[src/rtl/irq_cs_pkg.sv]
package irq_cs_pkg;

    typedef enum logic [2:0] {
        CMD_NULL         = 3'd0,
        CMD_CLR_PEND_SVC = 3'd1,
        CMD_SET_SVC      = 3'd2,
        CMD_CLR_SVC      = 3'd3,
        CMD_SET_PEND     = 3'd4,
        CMD_CLR_PEND     = 3'd5,
        CMD_SET_EN       = 3'd6,
        CMD_CLR_EN       = 3'd7
    } irq_cmd_e;

    typedef enum logic [0:0] {
        ACK_IDLE  = 1'b0,
        ACK_GRANT = 1'b1
    } ack_state_e;

    typedef struct packed {
        logic svc;
        logic en;
        logic pend;
        logic err;
    } src_flags_t;

endpackage

[src/rtl/irq_src_cell.sv]
module irq_src_cell
    import irq_cs_pkg::*;
(
    input  logic       clk,
    input  logic       rst_n,
    input  logic       soft_clr,
    input  logic       cmd_we,
    input  irq_cmd_e   cmd,
    input  logic       hw_evt,
    input  logic       ack_hit,
    output src_flags_t flags
);

    src_flags_t flags_d;
    logic       clearing_pend;

    assign clearing_pend = cmd_we && (cmd == CMD_CLR_PEND_SVC || cmd == CMD_CLR_PEND);

    always_comb begin
        flags_d = flags;
        if (cmd_we) begin
            case (cmd)
                CMD_CLR_PEND_SVC: begin
                    flags_d.pend = 1'b0;
                    flags_d.svc  = 1'b0;
                    flags_d.err  = 1'b0;
                end
                CMD_SET_SVC:  flags_d.svc = 1'b1;
                CMD_CLR_SVC:  flags_d.svc = 1'b0;
                CMD_SET_PEND: flags_d.pend = 1'b1;
                CMD_CLR_PEND: begin
                    flags_d.pend = 1'b0;
                    flags_d.err  = 1'b0;
                end
                CMD_SET_EN:   flags_d.en = 1'b1;
                CMD_CLR_EN:   flags_d.en = 1'b0;
                default:      flags_d = flags;
            endcase
        end
        if (hw_evt) begin
            if (flags.pend && !clearing_pend) begin
                flags_d.err = 1'b1;
            end
            flags_d.pend = 1'b1;
        end
        if (ack_hit) begin
            flags_d.svc = 1'b1;
        end
    end

    always_ff @(posedge clk or negedge rst_n) begin
        if (!rst_n) begin
            flags <= '0;
        end else if (soft_clr) begin
            flags <= '0;
        end else begin
            flags <= flags_d;
        end
    end

    AST_ERR_WITH_PEND: assert property (@(posedge clk) disable iff (!rst_n)
        flags.err |-> flags.pend);

    AST_CLR_EN_TAKES: assert property (@(posedge clk) disable iff (!rst_n)
        (cmd_we && cmd == CMD_CLR_EN && !soft_clr) |=> !flags.en);

endmodule

[src/rtl/irq_prio_arb.sv]
module irq_prio_arb #(
    parameter int NSRC  = 5,
    parameter int IDX_W = 3
) (
    input  logic             mie,
    input  logic [NSRC-1:0]  pend,
    input  logic [NSRC-1:0]  en,
    input  logic [NSRC-1:0]  svc,
    output logic [NSRC-1:0]  win_oh,
    output logic             any_req,
    output logic             any_svc,
    output logic [IDX_W-1:0] win_idx
);

    logic [NSRC-1:0] blk;
    logic [NSRC-1:0] seen;
    logic [NSRC-1:0] req;

    for (genvar i = 0; i < NSRC; i++) begin : g_chain
        if (i == 0) begin : g_top
            assign blk[i]  = svc[i];
            assign seen[i] = 1'b0;
        end else begin : g_rest
            assign blk[i]  = blk[i-1] | svc[i];
            assign seen[i] = seen[i-1] | req[i-1];
        end
        assign req[i]    = mie & pend[i] & en[i] & ~blk[i];
        assign win_oh[i] = req[i] & ~seen[i];
    end

    assign any_req = |req;
    assign any_svc = |svc;

    always_comb begin
        win_idx = '0;
        for (int i = 0; i < NSRC; i++) begin
            if (win_oh[i]) begin
                win_idx = IDX_W'(i);
            end
        end
    end

endmodule

[src/rtl/irq_ack_fsm.sv]
module irq_ack_fsm
    import irq_cs_pkg::*;
#(
    parameter int IDX_W = 3
) (
    input  logic             clk,
    input  logic             rst_n,
    input  logic             soft_clr,
    input  logic             iack,
    input  logic             iei,
    input  logic             any_req,
    input  logic [IDX_W-1:0] win_idx,
    output logic             ack_fire,
    output logic             grant,
    output logic [IDX_W-1:0] grant_idx
);

    ack_state_e state_q, state_d;

    always_ff @(posedge clk or negedge rst_n) begin
        if (!rst_n) begin
            state_q   <= ACK_IDLE;
            grant_idx <= '0;
        end else begin
            state_q <= state_d;
            if (ack_fire) begin
                grant_idx <= win_idx;
            end
        end
    end

    always_comb begin
        state_d = state_q;
        unique case (state_q)
            ACK_IDLE: begin
                if (iack && iei && any_req && !soft_clr) begin
                    state_d = ACK_GRANT;
                end
            end
            ACK_GRANT: state_d = ACK_IDLE;
        endcase
    end

    always_comb begin
        ack_fire = 1'b0;
        grant    = 1'b0;
        unique case (state_q)
            ACK_IDLE:  ack_fire = iack && iei && any_req && !soft_clr;
            ACK_GRANT: grant    = 1'b1;
        endcase
    end

    AST_GRANT_ONE_CYCLE: assert property (@(posedge clk) disable iff (!rst_n)
        (state_q == ACK_GRANT) |=> (state_q == ACK_IDLE));

endmodule

[src/rtl/irq_cmd_stat_unit.sv]
module irq_cmd_stat_unit
    import irq_cs_pkg::*;
#(
    parameter int NSRC      = 5,
    parameter int AW        = 6,
    parameter int MSTR_ADDR = 'h00,
    parameter int STAT_BASE = 'h08,
    parameter int VEC_BASE  = 'h10,
    parameter int CURV_ADDR = 'h1F
) (
    input  logic            clk,
    input  logic            rst_n,
    input  logic            wr_en,
    input  logic [AW-1:0]   wr_addr,
    input  logic [7:0]      wr_data,
    input  logic [AW-1:0]   rd_addr,
    output logic [7:0]      rd_data,
    input  logic [NSRC-1:0] src_evt,
    input  logic            iack,
    input  logic            iei,
    output logic            int_req,
    output logic            ieo,
    output logic            vec_valid,
    output logic [7:0]      vec_out
);

    localparam int IDX_W = (NSRC > 1) ? $clog2(NSRC) : 1;
    localparam logic [AW-1:0] MSTR_A = AW'(MSTR_ADDR);
    localparam logic [AW-1:0] CURV_A = AW'(CURV_ADDR);

    // master fields
    logic       mie_q, dlc_q, nv_q;
    logic [2:0] vis_q;
    logic       soft_clr;
    logic [7:0] vec_q [NSRC];

    src_flags_t      flags [NSRC];
    logic [NSRC-1:0] cmd_we, ack_hit, pend_v, en_v, svc_v, win_oh;
    logic            any_req, any_svc, ack_fire, grant;
    logic [IDX_W-1:0] win_idx, grant_idx;
    logic [7:0]      win_raw, grant_raw, cur_vec, grant_vec;

    assign soft_clr = wr_en && (wr_addr == MSTR_A) && wr_data[0];

    always_ff @(posedge clk or negedge rst_n) begin
        if (!rst_n) begin
            mie_q <= 1'b0;
            dlc_q <= 1'b0;
            nv_q  <= 1'b0;
            vis_q <= '0;
            for (int i = 0; i < NSRC; i++) begin
                vec_q[i] <= '0;
            end
        end else if (wr_en) begin
            if (wr_addr == MSTR_A) begin
                if (wr_data[0]) begin
                    mie_q <= 1'b0;
                    dlc_q <= 1'b0;
                    nv_q  <= 1'b0;
                    vis_q <= '0;
                end else begin
                    mie_q <= wr_data[7];
                    dlc_q <= wr_data[6];
                    nv_q  <= wr_data[5];
                    vis_q <= wr_data[4:2];
                end
            end
            for (int i = 0; i < NSRC; i++) begin
                if (wr_addr == AW'(VEC_BASE + i)) begin
                    vec_q[i] <= wr_data;
                end
            end
        end
    end

    for (genvar i = 0; i < NSRC; i++) begin : g_src
        localparam logic [AW-1:0] SA = AW'(STAT_BASE + i);
        assign cmd_we[i]  = wr_en && (wr_addr == SA);
        assign ack_hit[i] = ack_fire && win_oh[i];

        irq_src_cell u_cell (
            .clk      (clk),
            .rst_n    (rst_n),
            .soft_clr (soft_clr),
            .cmd_we   (cmd_we[i]),
            .cmd      (irq_cmd_e'(wr_data[7:5])),
            .hw_evt   (src_evt[i]),
            .ack_hit  (ack_hit[i]),
            .flags    (flags[i])
        );

        assign pend_v[i] = flags[i].pend;
        assign en_v[i]   = flags[i].en;
        assign svc_v[i]  = flags[i].svc;
    end

    irq_prio_arb #(.NSRC(NSRC), .IDX_W(IDX_W)) u_arb (
        .mie     (mie_q),
        .pend    (pend_v),
        .en      (en_v),
        .svc     (svc_v),
        .win_oh  (win_oh),
        .any_req (any_req),
        .any_svc (any_svc),
        .win_idx (win_idx)
    );

    irq_ack_fsm #(.IDX_W(IDX_W)) u_fsm (
        .clk       (clk),
        .rst_n     (rst_n),
        .soft_clr  (soft_clr),
        .iack      (iack),
        .iei       (iei),
        .any_req   (any_req),
        .win_idx   (win_idx),
        .ack_fire  (ack_fire),
        .grant     (grant),
        .grant_idx (grant_idx)
    );

    function automatic logic [7:0] merge_vec(input logic [7:0] v,
                                             input logic [IDX_W-1:0] idx,
                                             input logic [2:0] vis);
        logic use_st;
        if (idx == IDX_W'(0))      use_st = vis[2];
        else if (idx == IDX_W'(1)) use_st = vis[1];
        else                       use_st = vis[0];
        return use_st ? {v[7:4], 3'(idx), v[0]} : v;
    endfunction

    always_comb begin
        win_raw   = '0;
        grant_raw = '0;
        for (int i = 0; i < NSRC; i++) begin
            if (win_idx == IDX_W'(i))   win_raw   = vec_q[i];
            if (grant_idx == IDX_W'(i)) grant_raw = vec_q[i];
        end
    end

    assign cur_vec   = any_req ? merge_vec(win_raw, win_idx, vis_q) : 8'hFF;
    assign grant_vec = merge_vec(grant_raw, grant_idx, vis_q);

    assign int_req   = any_req;
    assign ieo       = iei && !dlc_q && !any_svc && !any_req;
    assign vec_valid = grant && !nv_q;
    assign vec_out   = vec_valid ? grant_vec : 8'h00;

    always_comb begin
        rd_data = '0;
        if (rd_addr == MSTR_A) rd_data = {mie_q, dlc_q, nv_q, vis_q, 2'b00};
        if (rd_addr == CURV_A) rd_data = cur_vec;
        for (int i = 0; i < NSRC; i++) begin
            if (rd_addr == AW'(STAT_BASE + i))
                rd_data = {flags[i].svc, flags[i].en, flags[i].pend, flags[i].err, 4'b0000};
            if (rd_addr == AW'(VEC_BASE + i))
                rd_data = vec_q[i];
        end
    end

    AST_REQ_NEEDS_MIE: assert property (@(posedge clk) disable iff (!rst_n)
        int_req |-> mie_q);

    AST_IEO_CHAIN: assert property (@(posedge clk) disable iff (!rst_n)
        ieo |-> (iei && !dlc_q));

    AST_VEC_QUIET: assert property (@(posedge clk) disable iff (!rst_n)
        !vec_valid |-> (vec_out == 8'h00));

    AST_ONE_WINNER: assert property (@(posedge clk) disable iff (!rst_n)
        $onehot0(win_oh));

    AST_ACK_MARKS_SVC: assert property (@(posedge clk) disable iff (!rst_n)
        ack_fire |=> (svc_v != '0));

endmodule

[config.mk]
export PLATFORM = sky130hd
export DESIGN_NAME = irq_cmd_stat_unit
export DESIGN_NICKNAME = d
export VERILOG_FILES = /design/src/rtl/irq_cs_pkg.sv /design/src/rtl/irq_src_cell.sv /design/src/rtl/irq_prio_arb.sv /design/src/rtl/irq_ack_fsm.sv /design/src/rtl/irq_cmd_stat_unit.sv
export SDC_FILE = /design/constraint.sdc
export NUM_CORES = 1
export LEC_CHECK = 0
export ABC_CLOCK_PERIOD_IN_PS = 4910
export BUFFER_PORTS_ARGS = -buffer_cell sky130_fd_sc_hd__buf_2
export CAP_MARGIN = 0
export CORE_MARGIN = 2
export CORE_UTILIZATION = 30
export CTS_CLUSTER_SIZE = 16
export DETAILED_ROUTE_END_ITERATION = 12
export SYNTH_ARGS = -nofsm -noshare
export SYNTH_HDL_FRONTEND = slang
export SYNTH_SLANG_ARGS = --single-unit
[constraint.sdc]
create_clock -name clk -period 4.91 [get_ports clk]
set_input_delay 0.2455 -clock clk [delete_from_list [all_inputs] [get_ports clk]]
set_output_delay 0.2455 -clock clk [all_outputs]
set_load 0.02 [all_outputs]
==> results of run 1 <==
-- area by class of cell --
class	instances	area, sq um	share of cell area [%]
multi-input combinational	410	2830	51.4
sequential	70	1750	31.9
timing repair buffer	52	270	4.92
tap	211	264	4.80
clock buffer	12	246	4.48
clock inverter	4	70.1	1.27
inverter	18	67.6	1.23
-- cells in the final DEF, fill, tap and decap left out, types with 9 or more instances in the layout --
cell type / count
sky130_fd_sc_hd__nor2_1: 51
sky130_fd_sc_hd__nand2_1: 51
sky130_fd_sc_hd__o22ai_1: 14
sky130_fd_sc_hd__o21ai_0: 21
sky130_fd_sc_hd__buf_2: 48
sky130_fd_sc_hd__nor3_1: 16
sky130_fd_sc_hd__a22oi_1: 14
sky130_fd_sc_hd__inv_1: 16
sky130_fd_sc_hd__dfrtp_1: 70
sky130_fd_sc_hd__a21oi_1: 38
sky130_fd_sc_hd__nand3_1: 13
sky130_fd_sc_hd__mux2_2: 40
sky130_fd_sc_hd__clkbuf_16: 9
sky130_fd_sc_hd__mux4_2: 9
sky130_fd_sc_hd__a211oi_1: 9
-- registers in the layout, indices dropped and copies added (netlist names) --
register and cells:
dlc_q 1, g_src.u_cell.flags 20, mie_q 1, nv_q 1, u_fsm.grant_idx 3, u_fsm.state_q 1
vec_q 40, vis_q 3
-- worst min-delay path by stage --
stage / to / cells after the start / slack, ps / from
after floorplan: dlc_q / 0 / -50 / rst_n
after global placement: vec_q[5] / 2 / 500 / rst_n
after CTS: g_src[4].u_cell.flags[0] / 2 / 170 / rst_n
after global routing: g_src[4].u_cell.flags[0] / 2 / 220 / rst_n
final: vec_q[37] / 2 / 130 / rst_n
after detailed placement: vec_q[37] / 2 / 520 / rst_n
-- kinds of logic (layout without fill, tap and decap cells) --
group / Yosys count / count (layout) / share of synthesized area [%]
mux: 54 / 54 / 14.8
simple gates: 194 / 194 / 21.2
flops: 70 / 70 / 36.9
compound gates: 162 / 162 / 23.4
buf+inv: 43 / 86 / 3.61
-- power by group through the flow --
stage	Combinational (uW)	Sequential, uW	Clock, uW
after floorplan	142	677	0
after global placement	206	712	0
after detailed placement	211	714	0
after CTS	212	703	716
after global routing	233	712	740
final	213	708	709
-- routing by layer --
metal / global-route usage, % / up-vias
li1: - / 2092
met1: 29.9 / 2344
met2: 34.9 / 270
met3: 4.80 / 51
met4: 10.4 / 0
met5: 0 / -
-- metrics by stage --
step	std cells	worst slack, ps
after global routing	777	1330
after global placement	761	1870
after CTS	777	1460
after detailed placement	761	1830
after floorplan	523	2260
final	777	1420
-- critical path, cell delays in order, from the launching register on --
cell	delay [ps]
sky130_fd_sc_hd__dfrtp_1	480
sky130_fd_sc_hd__or4b_1	690
sky130_fd_sc_hd__or2_1	450
sky130_fd_sc_hd__a31oi_4	340
sky130_fd_sc_hd__o22ai_1	120
sky130_fd_sc_hd__o2bb2ai_1	290
sky130_fd_sc_hd__or3b_1	380
sky130_fd_sc_hd__buf_2	160
==> summary.md, run 1 <==
| Metric | Value |
|---|---|
| Run status | `finished, final reports clean` |
| Worst hold path class | `primary input to async pin` |
| VDD IR max | `0.138 mV` |
| Relative slew slack | `18.3%` |
| Post-Route Utilization | `35.9%` |
| Largest area contributor in the synthesized netlist | `sky130_fd_sc_hd__dfrtp_1` |
| Worst setup path startpoint | `g_src[0].u_cell.flags[3]` |
| Final design area excluding fillers | `5500 sq um` |
| Switching portion of total power | `27.4%` |
| Category of the critical setup timing path | `register to primary output` |
| Critical Path Start Type | `register` |
| Clk slew on worst S/H paths | `60 ps` |
| Capture point of the worst reg-to-reg path | `u_fsm.grant_idx[0]` |
| First-iteration detailed-routing DRC count | `532` |
| Summed negative setup slack over all endpoints | `0 ps` |
| Per-cell routed wire length | `23.6 um` |
| Cells taking the most area after synthesis | `sky130_fd_sc_hd__dfrtp_1, sky130_fd_sc_hd__mux2_2, sky130_fd_sc_hd__mux4_2` |
| CTS tree | `yes` |
| Post-route minimum period | `3490 ps` |
| Layout Area Growth over Synthesis | `15.9%` |
| Leftover overflow at the end of global routing | `0` |
| Reg-to-Reg Start | `mie_q` |
| Die X | `130 um` |
| Pin count of the biggest net entering global routing | `71` |
| Maximum fanout count along the critical path | `9` |
| Post-synth top cells | `sky130_fd_sc_hd__dfrtp_1, sky130_fd_sc_hd__nand2_1, sky130_fd_sc_hd__nor2_1` |
| Share of cells above drive strength 1 | `22.1%` |
| Average cell area after synthesis | `9.07 sq um` |
| Number of levels the H-tree was split into | `3` |
| Netlist cell types | `74` |
| Initial antenna violation count | `0` |
| Nets | `591` |
| Syn Std Cell Area | `4740 sq um` |
| Wire length of the first global-routing pass | `27900 um` |
| Number of cells on the worst reg-to-reg path | `6` |
| Setup slack on the worst flop-to-flop path | `2510 ps` |
| Most used flip-flop cell after synthesis | `sky130_fd_sc_hd__dfrtp_1` |
| Seq pwr share | `43.4%` |
| Boundary Pins | `49` |
| Fmax | `0.287 GHz` |
| Remaining antenna violation count | `0` |
| Cell-internal power | `1180 uW` |
| Final weighted congestion in routability-driven placement | `0.980` |
| Via count normalized by instance count | `6.12` |
| Vias | `4757` |
| Met2 routed WL | `8240 um` |
| Pin slew with the least headroom to its limit | `1220 ps` |
| Synthesized netlist net count | `553` |
| Core footprint | `15300 sq um` |
| Number of rows in the core area | `45` |
| Flip-flop and latch count after synthesis | `70` |
| Number of global-route vias before repair | `4531` |
| Num CTS Buffers | `9` |
| Amount of wire on met3 after detailed routing | `1590 um` |
| Cell with the most instances after synthesis | `sky130_fd_sc_hd__dfrtp_1` |
| Clk root buf | `sky130_fd_sc_hd__clkbuf_16` |
| Share of synthesized area occupied by flip-flops and latches | `36.9%` |
| Leakage power | `0.00230 uW` |
| Period utilization | `71.0%` |
| First-pass DRT Iterations | `5` |
| Gate power share | `13.1%` |
| Number of standard cells after synthesis | `523` |
| Number of setup violations in the final report | `0` |
| Routed length on met1 | `7700 um` |
| Total number of yosys warnings | `0` |
| Post-synthesis async set-or-reset flop share | `100%` |
| DRC viols | `0` |
| Source-to-sink clock delay at the later pin of the worst-skew pair | `340 ps` |
| Die Footprint | `16800 sq um` |
| Hold buffers post-CTS | `0` |
| Part of the total power dissipated in the clock network | `43.5%` |
| Vertical die dimension | `130 um` |
| Post-detail-place hpwl | `13500 um` |
| Crit path DAT | `3240 ps` |
| Crit. End Element | `primary output` |
| Data required time at the worst endpoint | `4660 ps` |
| Overall track demand over capacity in global routing | `22.4%` |
| Initial core utilization | `31.0%` |
| Max-cap violations | `0` |
| Post-layout power | `1630 uW` |
| Minimum hold slack | `126 ps` |
| RSZ-0062 raised after global routing | `no` |
| Final-report hold violation count | `0` |
| Clock tree skew after final layout | `8.16 ps` |
| EDFF count, synth | `0` |
| Maximum buffer depth of the clock tree | `2` |
| Post-CTS Resized | `0` |
| Max-slew violation total from the final report | `0` |
| Standard cell area after detailed placement | `5180 sq um` |
| Diode count | `0` |
| Fillcell total | `1618` |
| Count of buffers from port buffering | `48` |
| Total number of clock tree sinks | `70` |
| Critical path capture point | `rd_data[5]` |
| Highest layer used for signal routing | `met4` |
| Fraction of synthesized cell area taken by the top area cell type | `36.9%` |
| Post-CTS setup buffers | `0` |
| Wirelength, routed | `18300 um` |
| Cell Pwr Density | `296 nW/um^2` |
| Net Sw Power | `447 uW` |
Note: power is estimated with default switching activity, not from simulation.
==> run 2: changes to the inputs <==
--- a/config.mk
+++ b/config.mk
@@ -5,7 +5,7 @@
 export SDC_FILE = /design/constraint.sdc
 export NUM_CORES = 1
 export LEC_CHECK = 0
-export ABC_CLOCK_PERIOD_IN_PS = 4910
+export ABC_CLOCK_PERIOD_IN_PS = 3500
 export BUFFER_PORTS_ARGS = -buffer_cell sky130_fd_sc_hd__buf_2
 export CAP_MARGIN = 0
 export CORE_MARGIN = 2
==> constraint.sdc (replaced) <==
create_clock -name clk -period 3.5 [get_ports clk]
set_input_delay 0.175 -clock clk [delete_from_list [all_inputs] [get_ports clk]]
set_output_delay 0.175 -clock clk [all_outputs]
set_load 0.02 [all_outputs]
==> run 2 against run 1 <==
Net effect:
- final area is 0.89% higher
- largest power group is now sequential cells
- hold slack got worse by 76 ps
- first-iteration DRC count fell by 5.5%
- clock skew decreased by 2.8 ps
- critical path type unchanged
==> summary.md, run 2 (synthesis results as in run 1) <==
| Metric | Value |
|---|---|
| Relative slew slack | `37.3% (+19 points)` |
| Final weighted congestion in routability-driven placement | `0.963 (-1.8%)` |
| Capture point of the worst reg-to-reg path | `u_fsm.grant_idx[1]` |
| Number of global-route vias before repair | `4582 (+1.1%)` |
| Wirelength, routed | `18400 um (+0.46%)` |
| Number of cells on the worst reg-to-reg path | `6 (unchanged)` |
| Clk slew on worst S/H paths | `60 ps (about the same)` |
| Post-route minimum period | `3350 ps` |
| CTS tree | `yes` |
| Max-slew violation total from the final report | `0 (unchanged)` |
| Post-CTS Resized | `0 (unchanged)` |
| Post-CTS setup buffers | `0 (unchanged)` |
| Max FFs per register | `40 (unchanged)` |
| Core footprint | `15300 sq um (unchanged)` |
| Slowest cell on crit path | `sky130_fd_sc_hd__or4b_1` |
| Worst hold path class | `primary input to async pin` |
| Period utilization | `95.7%` |
| Num CTS Buffers | `9 (unchanged)` |
| First-iteration detailed-routing DRC count | `503 (-5.5%)` |
| Leftover overflow at the end of global routing | `0 (unchanged)` |
| Via count normalized by instance count | `5.99 (-2.1%)` |
| Setup slack on the worst flop-to-flop path | `1010 ps (-1500 ps)` |
| Number of levels the H-tree was split into | `3 (unchanged)` |
| Pin count of the biggest net entering global routing | `71 (unchanged)` |
| CP peak stage delay | `690 ps (about the same)` |
| Most flop-heavy register | `vec_q` |
| Overall track demand over capacity in global routing | `22.5% (+0.13 points)` |
| Vertical die dimension | `130 um (unchanged)` |
| Hold buffers post-CTS | `0 (unchanged)` |
| Critical Path Start Type | `register` |
| Die X | `130 um (unchanged)` |
| Share of cells above drive strength 1 | `23.5% (+1.4 points)` |
| VDD IR max | `0.219 mV (+59%)` |
| Diode count | `0 (unchanged)` |
| Ordered list of cells on the worst path | `or4b_1 -> or2_1 -> a31oi_4 -> o22ai_1 -> o2bb2ai_1 -> or3b_1 -> buf_2` |
| Summed negative setup slack over all endpoints | `0 ps (unchanged)` |
| Initial core utilization | `31.0% (unchanged)` |
| Boundary Pins | `49 (unchanged)` |
| Run status | `finished, final reports clean` |
| Pin slew with the least headroom to its limit | `933 ps (-283 ps)` |
| Die Footprint | `16800 sq um (unchanged)` |
| Clock tree skew after final layout | `5.36 ps (-2.81 ps)` |
| RSZ-0062 raised after global routing | `no` |
| Per-cell routed wire length | `23.4 um (-0.69%)` |
| First-pass DRT Iterations | `7 (+2)` |
| Post-layout power | `2210 uW (+36%)` |
| Largest registers | `vec_q (40), g_src.u_cell.flags (20)` |
| Post-detail-place hpwl | `13900 um (+2.9%)` |
| Final-report hold violation count | `0 (unchanged)` |
| Reg-to-Reg Start | `g_src[1].u_cell.flags[3]` |
| Number of setup violations in the final report | `0 (unchanged)` |
| Maximum buffer depth of the clock tree | `2 (unchanged)` |
| Count of buffers from port buffering | `48 (unchanged)` |
| Crit path DAT | `3170 ps (-70 ps)` |
| Top library cells by usage in the layout, fill and taps aside | `sky130_fd_sc_hd__dfrtp_1, sky130_fd_sc_hd__nor2_1, sky130_fd_sc_hd__nand2_1, sky130_fd_sc_hd__buf_2, sky130_fd_sc_hd__mux2_2` |
| Source-to-sink clock delay at the later pin of the worst-skew pair | `340 ps (about the same)` |
| Wire length of the first global-routing pass | `27900 um (about the same)` |
| Maximum fanout count along the critical path | `9 (unchanged)` |
| Initial antenna violation count | `0 (unchanged)` |
| Number of rows in the core area | `45 (unchanged)` |
| Max-cap violations | `0 (unchanged)` |
| Remaining antenna violation count | `0 (unchanged)` |
| Nets | `601 (+1.7%)` |
| Vias | `4711 (-0.97%)` |
| Total number of clock tree sinks | `70 (unchanged)` |
| Most common cell after layout, fill and taps aside | `sky130_fd_sc_hd__dfrtp_1` |
| Cell Pwr Density | `398 nW/um^2 (+34%)` |
| Fmax | `0.299 GHz` |
| DRC viols | `0 (unchanged)` |
| Layout Area Growth over Synthesis | `16.9%` |
| Category of the critical setup timing path | `register to primary output` |
| Leakage power | `0.00234 uW (+1.7%)` |
| Clk root buf | `sky130_fd_sc_hd__clkbuf_16` |
| Data required time at the worst endpoint | `3320 ps (-1340 ps)` |
| Crit. End Element | `primary output` |
-- run 2: layer usage --
layer | track usage [%] | routed length (um) | vias up
met2 | 34.8 | 8360 | 228
met1 | 30.1 | 7760 | 2341
met4 | 12.4 | 831 | 0
li1 | - | - | 2101
met3 | 3.85 | 1450 | 41
met5 | 0 | 0 | -
-- run 2: worst max-delay path by stage --
stage,from,to,slack (ps),depth (start not counted)
after floorplan,g_src[1].u_cell.flags[3],rd_data[1],920,8
after global placement,g_src[1].u_cell.flags[3],rd_data[5],580,7
after detailed placement,g_src[1].u_cell.flags[3],rd_data[5],550,7
after CTS,g_src[1].u_cell.flags[3],rd_data[5],180,7
after global routing,g_src[1].u_cell.flags[3],rd_data[5],110,7
final,g_src[1].u_cell.flags[3],rd_data[5],150,7
-- run 2: worst max-delay path, delay by kind of cell (launching register included) --
family | cells | cell delay (ps)
buffers and inverters | 1 | 170
AO/OA/AOI/OAI | 3 | 680
AND/OR/NAND/NOR | 3 | 1530
flip-flops | 1 | 460
-- run 2: power by group --
| group | total (uW) | internal, uW | switching, uW |
|---|---|---|---|
| clock network | 918 | 565 | 353 |
| logic | 296 | 136 | 160 |
| registers | 995 | 883 | 113 |
-- run 2: metrics by stage --
step / std cells / setup slack [ps] / utilization (%) / area (sq um) / hold slack (ps)
6_report: 786 / 152 / 36.2 / 5550 / 49.5
5_1_grt: 786 / 113 / 36.2 / 5550 / 136
4_1_cts: 786 / 177 / 36.2 / 5550 / 93.8
3_5_place_dp: 771 / 550 / 34.3 / 5260 / 452
3_3_place_gp: 771 / 584 / 34.3 / 5260 / 428
2_1_floorplan: 523 / 923 / - / 4740 / -121
-- run 2: final cells by class --
cell class                      instances  area (sq um)
Fill cell                            1618          9770
Inverter                               18          67.6
Clock buffer                           11           243
Sequential cell                        70          1750
Clock inverter                          4          47.5
Tap cell                              211           264
Timing Repair Buffer                   62           345
Multi-Input combinational cell        410          2830
==> run 3: changes to the inputs <==
--- a/config.mk
+++ b/config.mk
@@ -12,6 +12,7 @@
 export CORE_UTILIZATION = 30
 export CTS_CLUSTER_SIZE = 16
 export DETAILED_ROUTE_END_ITERATION = 12
+export REMOVE_ABC_BUFFERS = 1
 export SYNTH_ARGS = -nofsm -noshare
 export SYNTH_HDL_FRONTEND = slang
 export SYNTH_SLANG_ARGS = --single-unit
==> run 3 against run 2 <==
Net effect:
- largest cell class unchanged
- critical endpoint unchanged
- global-route usage is 0.64 points lower
- clock power down 2.3%
- sequential power is essentially flat
- first-iteration DRC count grew 17%
==> summary.md, run 3 (synthesis results as in run 1) <==
| Metric | Value |
|---|---|
| Setup slack on the worst flop-to-flop path | `1060 ps (+50 ps)` |
| Critical Path Start Type | `register` |
| Final-report hold violation count | `0 (unchanged)` |
| Reg-to-Reg Start | `g_src[0].u_cell.flags[1]` |
| Die X | `130 um (unchanged)` |
| Max-slew violation total from the final report | `0 (unchanged)` |
| First-pass DRT Iterations | `8 (+1)` |
| Slowest cell on crit path | `sky130_fd_sc_hd__or4b_1` |
| Clk root buf | `sky130_fd_sc_hd__clkbuf_16` |
| Period utilization | `95.9% (+0.22 points)` |
| Number of rows in the core area | `45 (unchanged)` |
| Clk slew on worst S/H paths | `60 ps (about the same)` |
| Worst setup path startpoint | `g_src[1].u_cell.flags[3]` |
| Nets | `597 (-0.67%)` |
| Critical path capture point | `rd_data[5]` |
| Data required time at the worst endpoint | `3320 ps (about the same)` |
| Remaining antenna violation count | `0 (unchanged)` |
| Ordered list of cells on the worst path | `or4b_1 -> or2_1 -> a31oi_4 -> o22ai_1 -> o2bb2ai_1 -> or3b_1 -> buf_2` |
| Post-layout power | `2180 uW (-1.2%)` |
| Post-route minimum period | `3360 ps (+7.55 ps)` |
| Clock tree skew after final layout | `2.16 ps (-3.20 ps)` |
| Count of buffers from port buffering | `48 (unchanged)` |
| Crit. End Element | `primary output` |
| Post-CTS Resized | `0 (unchanged)` |
| Leftover overflow at the end of global routing | `0 (unchanged)` |
| Hold buffers post-CTS | `1 (+1)` |
| Worst min-delay path startpoint | `src_evt[2]` |
| Number of cells on the worst hold path | `3` |
| Cell family with most CP delay | `simple AND/OR/NAND/NOR gates` |
| Diode count | `0 (unchanged)` |
| Source-to-sink clock delay at the later pin of the worst-skew pair | `350 ps (about the same)` |
| Capture point of the worst reg-to-reg path | `u_fsm.grant_idx[1]` |
| Post-CTS setup buffers | `0 (unchanged)` |
| Most common cell after layout, fill and taps aside | `sky130_fd_sc_hd__dfrtp_1` |
| Num CTS Buffers | `9 (unchanged)` |
| Crit path DAT | `3180 ps (about the same)` |
| CTS tree | `yes` |
| Crit path depth | `7 (unchanged)` |
| Inst Count DP | `766 (-0.65%)` |
| Cell Pwr Density | `396 nW/um^2 (-0.65%)` |
| Worst hold path class | `primary input to register` |
| Core footprint | `15300 sq um (unchanged)` |
| Initial antenna violation count | `0 (unchanged)` |
| Max-cap violations | `0 (unchanged)` |
| Share of cells above drive strength 1 | `22.9% (-0.58 points)` |
| Crit path buf inv count | `1 (unchanged)` |
| Largest registers | `vec_q (40), g_src.u_cell.flags (20)` |
| Total number of clock tree sinks | `70 (unchanged)` |
| First-iteration detailed-routing DRC count | `586 (+17%)` |
| Number of levels the H-tree was split into | `3 (unchanged)` |
| Summed negative setup slack over all endpoints | `0 ps (unchanged)` |
| Most flop-heavy register | `vec_q` |
| Overall track demand over capacity in global routing | `21.9% (-0.64 points)` |
| Wire length of the first global-routing pass | `27400 um (-1.7%)` |
| Number of setup violations in the final report | `0 (unchanged)` |
| Boundary Pins | `49 (unchanged)` |
| Via count normalized by instance count | `6.02 (+0.38%)` |
| Layout Area Growth over Synthesis | `16.3%` |
| Max FFs per register | `40 (unchanged)` |
| Number of cells on the worst reg-to-reg path | `6 (unchanged)` |
| Pin count of the biggest net entering global routing | `38 (-46%)` |
| Per-cell routed wire length | `22.7 um (-3.0%)` |
| Wirelength, routed | `17800 um (-3.4%)` |
| Vias | `4711 (unchanged)` |
| Category of the critical setup timing path | `register to primary output` |
| Leakage power | `0.00231 uW (-1.0%)` |
| Run status | `finished, final reports clean` |
| RSZ-0062 raised after global routing | `no` |
| Number of global-route vias before repair | `4538 (-0.96%)` |
| Pin slew with the least headroom to its limit | `941 ps (+7.58 ps)` |
| Relative slew slack | `36.8% (-0.51 points)` |
| Fmax | `0.298 GHz (-0.23%)` |
| DRC viols | `0 (unchanged)` |
| Final weighted congestion in routability-driven placement | `0.958 (-0.46%)` |
| CP peak stage delay | `680 ps (about the same)` |
| Post-detail-place hpwl | `13000 um (-6.4%)` |
| Vertical die dimension | `130 um (unchanged)` |
| Maximum fanout count along the critical path | `9 (unchanged)` |
| Initial core utilization | `31.0% (unchanged)` |
| Die Footprint | `16800 sq um (unchanged)` |
| Top library cells by usage in the layout, fill and taps aside | `sky130_fd_sc_hd__dfrtp_1, sky130_fd_sc_hd__nor2_1, sky130_fd_sc_hd__nand2_1, sky130_fd_sc_hd__buf_2, sky130_fd_sc_hd__mux2_2` |
| VDD IR max | `0.236 mV (+7.7%)` |
| Maximum buffer depth of the clock tree | `2 (unchanged)` |
| Final standard cell count with taps included and fillers excluded | `783 (-0.38%)` |
## run 3: power by group
part           total [uW]  switching (uW)  leakage (uW)  internal, uW
sequential            992             110      0.000896           883
clock                 897             361      0.000142           535
combinational         294             157       0.00128           137
total                2180             628       0.00231          1550
## run 3: how the worst min path moves through the flow
stage / to / slack, ps
floorplan: dlc_q / -120
global placement: g_src[3].u_cell.flags[0] / 320
detailed placement: g_src[4].u_cell.flags[0] / 330
CTS: g_src[0].u_cell.flags[1] / 110
global route: g_src[0].u_cell.flags[1] / 130
finish: g_src[2].u_cell.flags[1] / 120
## run 3: worst min-delay path, delay by kind of cell
kind | cells | cell delay, ps
buffers and inverters | 1 | 100
AO/OA/AOI/OAI | 2 | 150
## run 3: layer usage
layer  vias up  track usage, %  part of all wire (%)
met5         -               0                     0
met4         0            9.68                   3.9
met3        49            4.84                   8.1
met2       233            33.7                    45
met1      2328            29.7                    43
li1       2101               -                     -
## run 3: metrics by stage
stage	util, %	area [sq um]	setup slack [ps]	hold slack (ps)
floorplan	-	4640	879	-121
global placement	34.1	5220	631	316
detailed placement	34.1	5220	579	329
CTS	36.0	5520	176	106
global route	36.0	5520	55.9	130
finish	36.0	5520	144	116
## run 3: area by class of cell
cell class	count	area [sq um]
fill	1606	9800
clock inverter	3	17.5
clock buffer	13	270
inverter	18	67.6
sequential	70	1750
tap	211	264
timing repair buffer	58	318
multi-input combinational	410	2830
